$ cat src/rtl/clkfan_pkg.sv
package clkfan_pkg;
  localparam int NUM_BANKS = 4;
  localparam int BANK_A = 0;
  localparam int BANK_B = 1;
  localparam int BANK_C = 2;
  localparam int BANK_D = 3;

  typedef logic [NUM_BANKS-1:0] bank_mask_t;

  function automatic int bank_offset(input int idx, input int wa, input int wb, input int wc);
    int off;
    off = 0;
    if (idx > 0) off += wa;
    if (idx > 1) off += wb;
    if (idx > 2) off += wc;
    return off;
  endfunction
endpackage

$ cat src/rtl/cf_src_select.sv
module cf_src_select (
  input  logic clk,
  input  logic rst_n,
  input  logic diff_clk0,
  input  logic diff_clk1,
  input  logic se_clk,
  input  logic use_se,
  input  logic diff_pick,
  output logic ref_raw,
  output logic ref_q
);
  logic diff_sel;

  always_comb begin
    diff_sel = diff_pick ? diff_clk1 : diff_clk0;
    ref_raw  = use_se ? se_clk : diff_sel;
  end

  always_ff @(posedge clk or negedge rst_n) begin
    if (!rst_n) ref_q <= 1'b0;
    else        ref_q <= ref_raw;
  end
endmodule

$ cat src/rtl/cf_phase_gen.sv
module cf_phase_gen
  import clkfan_pkg::*;
(
  input  logic       clk,
  input  logic       rst_n,
  input  logic       ref_raw,
  input  logic       ref_q,
  input  logic       stop_req,
  input  bank_mask_t div2_sel,
  output logic       tgl_q,
  output logic       run_q,
  output bank_mask_t div_eff_q
);
  logic rise_ev;
  logic low_win;

  always_comb begin
    rise_ev = ref_raw & ~ref_q;
    low_win = ~ref_raw & ~tgl_q;
  end

  always_ff @(posedge clk or negedge rst_n) begin
    if (!rst_n) begin
      run_q     <= 1'b1;
      div_eff_q <= '0;
    end else if (low_win) begin
      run_q     <= ~stop_req;
      div_eff_q <= div2_sel;
    end
  end

  always_ff @(posedge clk or negedge rst_n) begin
    if (!rst_n)       tgl_q <= 1'b0;
    else if (!run_q)  tgl_q <= 1'b0;
    else if (rise_ev) tgl_q <= ~tgl_q;
  end
endmodule

$ cat src/rtl/cf_bank_drive.sv
module cf_bank_drive #(
  parameter int W = 5
) (
  input  logic         clk,
  input  logic         rst_n,
  input  logic         run,
  input  logic         ref_q,
  input  logic         tgl_q,
  input  logic         div2,
  output logic [W-1:0] q
);
  logic wave;

  always_comb wave = run & (div2 ? tgl_q : ref_q);

  always_ff @(posedge clk or negedge rst_n) begin
    if (!rst_n) q <= '0;
    else        q <= {W{wave}};
  end
endmodule

$ cat src/rtl/cf_hiz_decode.sv
module cf_hiz_decode
  import clkfan_pkg::*;
(
  input  logic [1:0] hiz_code,
  output bank_mask_t bank_en
);
  logic first_b;
  logic second_b;

  always_comb begin
    first_b  = hiz_code[1];
    second_b = hiz_code[0];
    bank_en[BANK_A] = ~(first_b & second_b);
    bank_en[BANK_B] = ~second_b;
    bank_en[BANK_C] = ~(first_b | second_b);
    bank_en[BANK_D] = ~first_b;
  end
endmodule

$ cat src/rtl/clk_fanout_ctrl.sv
module clk_fanout_ctrl
  import clkfan_pkg::*;
#(
  parameter int A_W = 5,
  parameter int B_W = 3,
  parameter int C_W = 3,
  parameter int D_W = 5
) (
  input  logic                       clk,
  input  logic                       rst_n,
  input  logic                       diff_clk0,
  input  logic                       diff_clk1,
  input  logic                       se_clk,
  input  logic                       use_se,
  input  logic                       diff_pick,
  input  logic [3:0]                 div2_sel,
  input  logic                       stop_req,
  input  logic [1:0]                 hiz_code,
  output logic [A_W+B_W+C_W+D_W-1:0] q_out,
  output logic [A_W+B_W+C_W+D_W-1:0] q_drv_en
);
  localparam int BW [NUM_BANKS] = '{A_W, B_W, C_W, D_W};

  logic       ref_raw;
  logic       ref_q;
  logic       tgl_q;
  logic       run_q;
  bank_mask_t div_eff_q;
  bank_mask_t bank_en;

  cf_src_select u_src (
    .clk(clk), .rst_n(rst_n),
    .diff_clk0(diff_clk0), .diff_clk1(diff_clk1), .se_clk(se_clk),
    .use_se(use_se), .diff_pick(diff_pick),
    .ref_raw(ref_raw), .ref_q(ref_q)
  );

  cf_phase_gen u_phase (
    .clk(clk), .rst_n(rst_n),
    .ref_raw(ref_raw), .ref_q(ref_q),
    .stop_req(stop_req), .div2_sel(div2_sel),
    .tgl_q(tgl_q), .run_q(run_q), .div_eff_q(div_eff_q)
  );

  cf_hiz_decode u_hiz (
    .hiz_code(hiz_code),
    .bank_en(bank_en)
  );

  for (genvar g = 0; g < NUM_BANKS; g++) begin : g_bank
    localparam int OFF = bank_offset(g, A_W, B_W, C_W);
    cf_bank_drive #(.W(BW[g])) u_drive (
      .clk(clk), .rst_n(rst_n),
      .run(run_q), .ref_q(ref_q), .tgl_q(tgl_q),
      .div2(div_eff_q[g]),
      .q(q_out[OFF +: BW[g]])
    );
    assign q_drv_en[OFF +: BW[g]] = {BW[g]{bank_en[g]}};
  end
endmodule

$ cat config.mk
export PLATFORM = sky130hd
export DESIGN_NAME = clk_fanout_ctrl
export DESIGN_NICKNAME = d
export VERILOG_FILES = /design/src/rtl/clkfan_pkg.sv /design/src/rtl/cf_src_select.sv /design/src/rtl/cf_phase_gen.sv /design/src/rtl/cf_bank_drive.sv /design/src/rtl/cf_hiz_decode.sv /design/src/rtl/clk_fanout_ctrl.sv
export SDC_FILE = /design/constraint.sdc
export NUM_CORES = 1
export LEC_CHECK = 0
export BUFFER_PORTS_ARGS = -buffer_cell sky130_fd_sc_hd__buf_2
export CORE_MARGIN = 2
export CORE_UTILIZATION = 38
export CTS_BUF_LIST = sky130_fd_sc_hd__clkbuf_8
export CTS_CLUSTER_SIZE = 25
export DETAILED_ROUTE_END_ITERATION = 12
export PLACE_DENSITY = 0.78
export SLEW_MARGIN = 20
export SYNTH_ARGS = -nofsm -noshare
export SYNTH_HDL_FRONTEND = slang
export SYNTH_HIERARCHICAL = 1
export SYNTH_SLANG_ARGS = --single-unit
$ cat constraint.sdc
create_clock -name clk -period 1.1 [get_ports clk]
set_input_delay 0.055 -clock clk [delete_from_list [all_inputs] [get_ports clk]]
set_output_delay 0.055 -clock clk [all_outputs]
set_load 0.02 [all_outputs]
Word level (Yosys, flattened, before mapping)
Cells that the tools add are included.

RAM bits: 0. Register bits: 11. Bits in latches: 0. Memories: 0. Logic and storage cells: 33. Bits in read-only memories: 0.

Shifts and indexed selects: 0. Multiply operators: 0. Reductions and logical operators: 0. Add/sub/neg operators: 0. Equality and inequality tests: 1. $lt $le $gt $ge: 0. Multiplexer cells: 8. Bitwise gates (word level): 16. Divide/modulo/power cells: 0.

Operators by type and width (count): $mux 1 (8); $not 1->1 (8); $and 1x1->1 (7); $ne 2x2->1 const B (1); $or 1x1->1 (1).

Longest topological paths before layout
Depth in word-level cells: 5. Gate-level depth with buffers: 4. Mapped depth without buffers: 4.

Modules after synthesis
The synthesis kept the hierarchy.

By module, submodules not included: cf_phase_gen (times used 1, cells each 17, area an instance 261.5 sq um); cf_bank_drive (g_bank[0].u_drive ...) (times used 2, cells each 7, area an instance 71.3 sq um); cf_bank_drive (g_bank[1].u_drive ...) (times used 2, cells each 5, area an instance 56.3 sq um); clk_fanout_ctrl (times used 1, cells each 12, area an instance 90.1 sq um); cf_src_select (times used 1, cells each 4, area an instance 43.8 sq um); cf_hiz_decode (times used 1, cells each 4, area an instance 15.0 sq um).

Least setup slack after synthesis
No wires, ideal clock.

Kind: register to register. From: register u_phase.tgl_q. To: register u_phase.div_eff_q[0]. Stages on the path, launching flop included: 3. Data arrival time: 0.919 ns. Path buffers: 0. Slack: 0.055 ns. Required time: 0.975 ns. Clock period less this slack: 1.045 ns. Cell sequence: dfrtp_1 > nor2_4 > mux2_4.

Cells in the longest elaborated chain, start to end: 2.

Ends and longest elaborated chain: from (decl) (RTL line cf_phase_gen.sv:10) `output logic tgl_q,`; from (signal assigned) (RTL line cf_phase_gen.sv:35) `else if (rise_ev) tgl_q <= ~tgl_q;`; $not 1->1 (RTL line cf_phase_gen.sv:19) `low_win = ~ref_raw & ~tgl_q;`; $and 1x1->1 (RTL line cf_phase_gen.sv:19); to (signal assigned) (RTL line cf_phase_gen.sv:28) `div_eff_q <= div2_sel;`; to (decl) (RTL line cf_phase_gen.sv:12) `output bank_mask_t div_eff_q`.

Every way passes these cells. A chain may end at the register's enable or synchronous reset.

Final worst setup path
From: register u_phase.tgl_q. To: register u_phase.div_eff_q[1].

The elaborated chain is that of the path after synthesis.

==> flow_metrics.py <==
metrics = {
    "worst_setup_path": {
        "critPathMaxFanout": 4,
        "critPathKind": "flip-flop to flip-flop",
        "path_cells": "nor2_4 > mux2_4",
        "cpPeakStageDelay_ns": 0.40,
        "crit_family": "flip-flops",
        "required_ns": 1.22,
        "startpoint": "u_phase/tgl_q$_DFFE_PN0P_",
        "worstPathArrival_ns": 1.13,
        "worstSetupStartpointType": "flip-flop",
        "slowest_stage": "dfrtp_1",
        "critPathBufInv": 0,
        "reg2reg_from": "u_phase/tgl_q$_DFFE_PN0P_",
        "endpoint_kind": "flip-flop",
    },
    "placed_design": {
        "hpwl_um": 871,
        "port_buffers": 45,
        "dp_worst_setup_slack_ns": 0.0115,
        "gp_congestion": 0.737,
    },
    "power": {
        "pwr-share-seq_pct": 38.8,
        "p_int_mw": 0.932,
        "switchingPower_mw": 0.464,
        "netSwitchingFraction_pct": 33.2,
        "p_leak_nw": 0.477,
        "combPwrFrac_pct": 33.8,
        "power_frac_clock_pct": 27.4,
        "p_per_area_mw_per_mm2": 1720,
        "peakVddDrop_mv": 1.03,
    },
    "final_layout": {
        "finalNetCount": 105,
        "syn_to_final_growth_pct": 22.0,
        "utilization_pct": 48.1,
        "final_cell_mix": "buf_2, dfrtp_1, mux2i_1, nor2b_1, mux2_4",
        "drive_gt1_share_pct": 62.2,
        "mostFrequentLayoutCell": "buf_2",
        "diodes": 0,
    },
    "drt": {
        "routedWlPerCell_um": 10.1,
        "drt_iter0_drc": 4,
        "antenna_left": 0,
        "drt-total-wl_um": 1080,
        "dr.pass1.iters": 2,
        "dr_total_vias": 489,
        "drc": 0,
        "routed_via_density": 4.57,
    },
    "synthesis": {
        "synth_fp_nets": 75,
        "ys_types": 14,
        "syn_avg_cell_area_um2": 10.9,
        "yosysWarnings": 6,
        "syn_area_um2": 666,
        "ys_ff_latch": 11,
        "netlist_instances": 61,
        "ys_seq_area_share_pct": 41.5,
    },
    "grt": {
        "grt_pass1_vias": 394,
        "grt_pass1_wl_um": 1570,
        "grt_max_degree": 12,
        "overflow": 0,
        "grt_antenna_before_repair": 0,
        "grt_use_total_pct": 11.3,
    },
    "sta": {
        "fin_hold_ws_ns": 0.0577,
        "hold_viol": 0,
        "rsz0062_at_grt": "no",
        "worst_pin_slew_ns": 0.265,
        "period_share_pct": 91.8,
        "maxSlewViolCount": 0,
        "layout_setup_ws_ns": 0.0901,
        "fin_tns_setup_ns": 0,
        "fin_skew_ns": 0.000808,
        "setup_viol": 0,
        "slew_headroom_pct": 82.2,
        "max_freq_ghz": 0.990,
        "period_needed_ns": 1.01,
    },
    "clocking": {
        "cts_max_path_buffers": 2,
        "clk_transition_reported_paths_ns": 0.05,
        "post_cts_buffers": 0,
        "cts-root-buf": "clkbuf_8",
        "clock_latency_ns": 0.23,
        "clock-sinks": 11,
        "cts_buffers": 3,
        "cts_tree": "built",
        "cts-htree-levels": 1,
    },
    "run_status": {
        "status": "completed",
    },
    "die": {
        "rows": 15,
        "die_w_um": 45.9,
        "initial_core_util_pct": 39.4,
        "fp.dieH_um": 45.9,
        "core_mm2": 0.00169,
        "die-area_mm2": 0.00210,
        "io_pins": 46,
    },
    "flow_run": {
        "cap_violations": 0,
    },
    "hold_path": {
        "holdCritStartpoint": "div2_sel[2]",
        "hp-class": "input port to flip-flop",
    },
}
-- routing by layer --
metal | track usage (%) | vias up | part of all wire (%)
met5 | 0 | - | 0
met4 | 3.43 | 0 | 0
met3 | 7.14 | 0 | 15
met2 | 17.8 | 45 | 45
met1 | 12.4 | 212 | 40
li1 | - | 232 | -
-- what timing repair did --
| item | CTS | global route |
|---|---|---|
| endpoints found under the setup margin | 0 | 0 |
| hold buffers | 2 | 0 |
| endpoints found under the hold margin | 12 | 0 |
| resized for setup | 0 | 0 |
-- cell families after synthesis --
kind of cell	synth area share [%]
compound gates	3.38
buf+inv	28.2
flops	41.5
mux	16.5
simple gates	10.3
-- final cells by class --
type,count,area [um^2]
inverters,2,7.51
clock inverters,1,3.75
fillers,159,877
multi-input cells,24,201
repair buffers,49,260
clock buffers,3,41.3
flip-flops and latches,11,277
well taps,17,21.3
-- per-stage QoR --
stage          std cells  power (mW)  cell area, um^2
6_report             107        1.40              812
5_1_grt              107        1.49              812
4_1_cts              107        1.42              812
3_5_place_dp         101        1.02              747
3_3_place_gp         101        1.01              747
2_1_floorplan         61       0.958              666
-- synthesized netlist by cell type --
cell	instances	share of area (%)
buf_4	24	27
dfrtp_1	10	38
dfstp_2	1	3.9
inv_1	2	1.1
mux2_4	4	9.0
mux2i_1	5	7.5
nand2_1	3	1.7
nand4bb_1	1	1.7
nor2_1	1	0.56
nor2_4	1	1.7
nor2b_1	5	4.7
o21ai_0	2	1.5
o21ai_1	1	0.75
o31ai_1	1	1.1
-- registers in the layout (all words and copies together) (netlist names) --
name,flops
u_phase/div_eff_q,4
u_phase/tgl_q,1
u_phase/run_q,1
u_src/ref_q,1
g_bank.u_drive/q,4
-- power by group through the flow --
stage	clock [mW]	sequential [mW]	combinational (mW)
after CTS	0.399	0.544	0.476
final	0.382	0.541	0.472
after floorplan	0	0.570	0.387
after global routing	0.430	0.552	0.511
after detailed placement	0	0.550	0.470
after global placement	0	0.546	0.462
-- worst paths after layout --
check	cells past startpoint	endpoint	slack, ns
setup / recovery	2	u_phase/div_eff_q[1]$_DFFE_PN0P_	0.09
hold / removal	2	u_phase/div_eff_q[2]$_DFFE_PN0P_	0.06
setup reg to reg	2	u_phase/div_eff_q[1]$_DFFE_PN0P_	0.09
hold reg to reg	2	u_phase/run_q$_DFFE_PN1P_	0.53
max in group asynchronous	2	u_phase/run_q$_DFFE_PN1P_	0.61
min in group asynchronous	2	u_phase/tgl_q$_DFFE_PN0P_	0.23
Power figures use the tool's default switching activity.
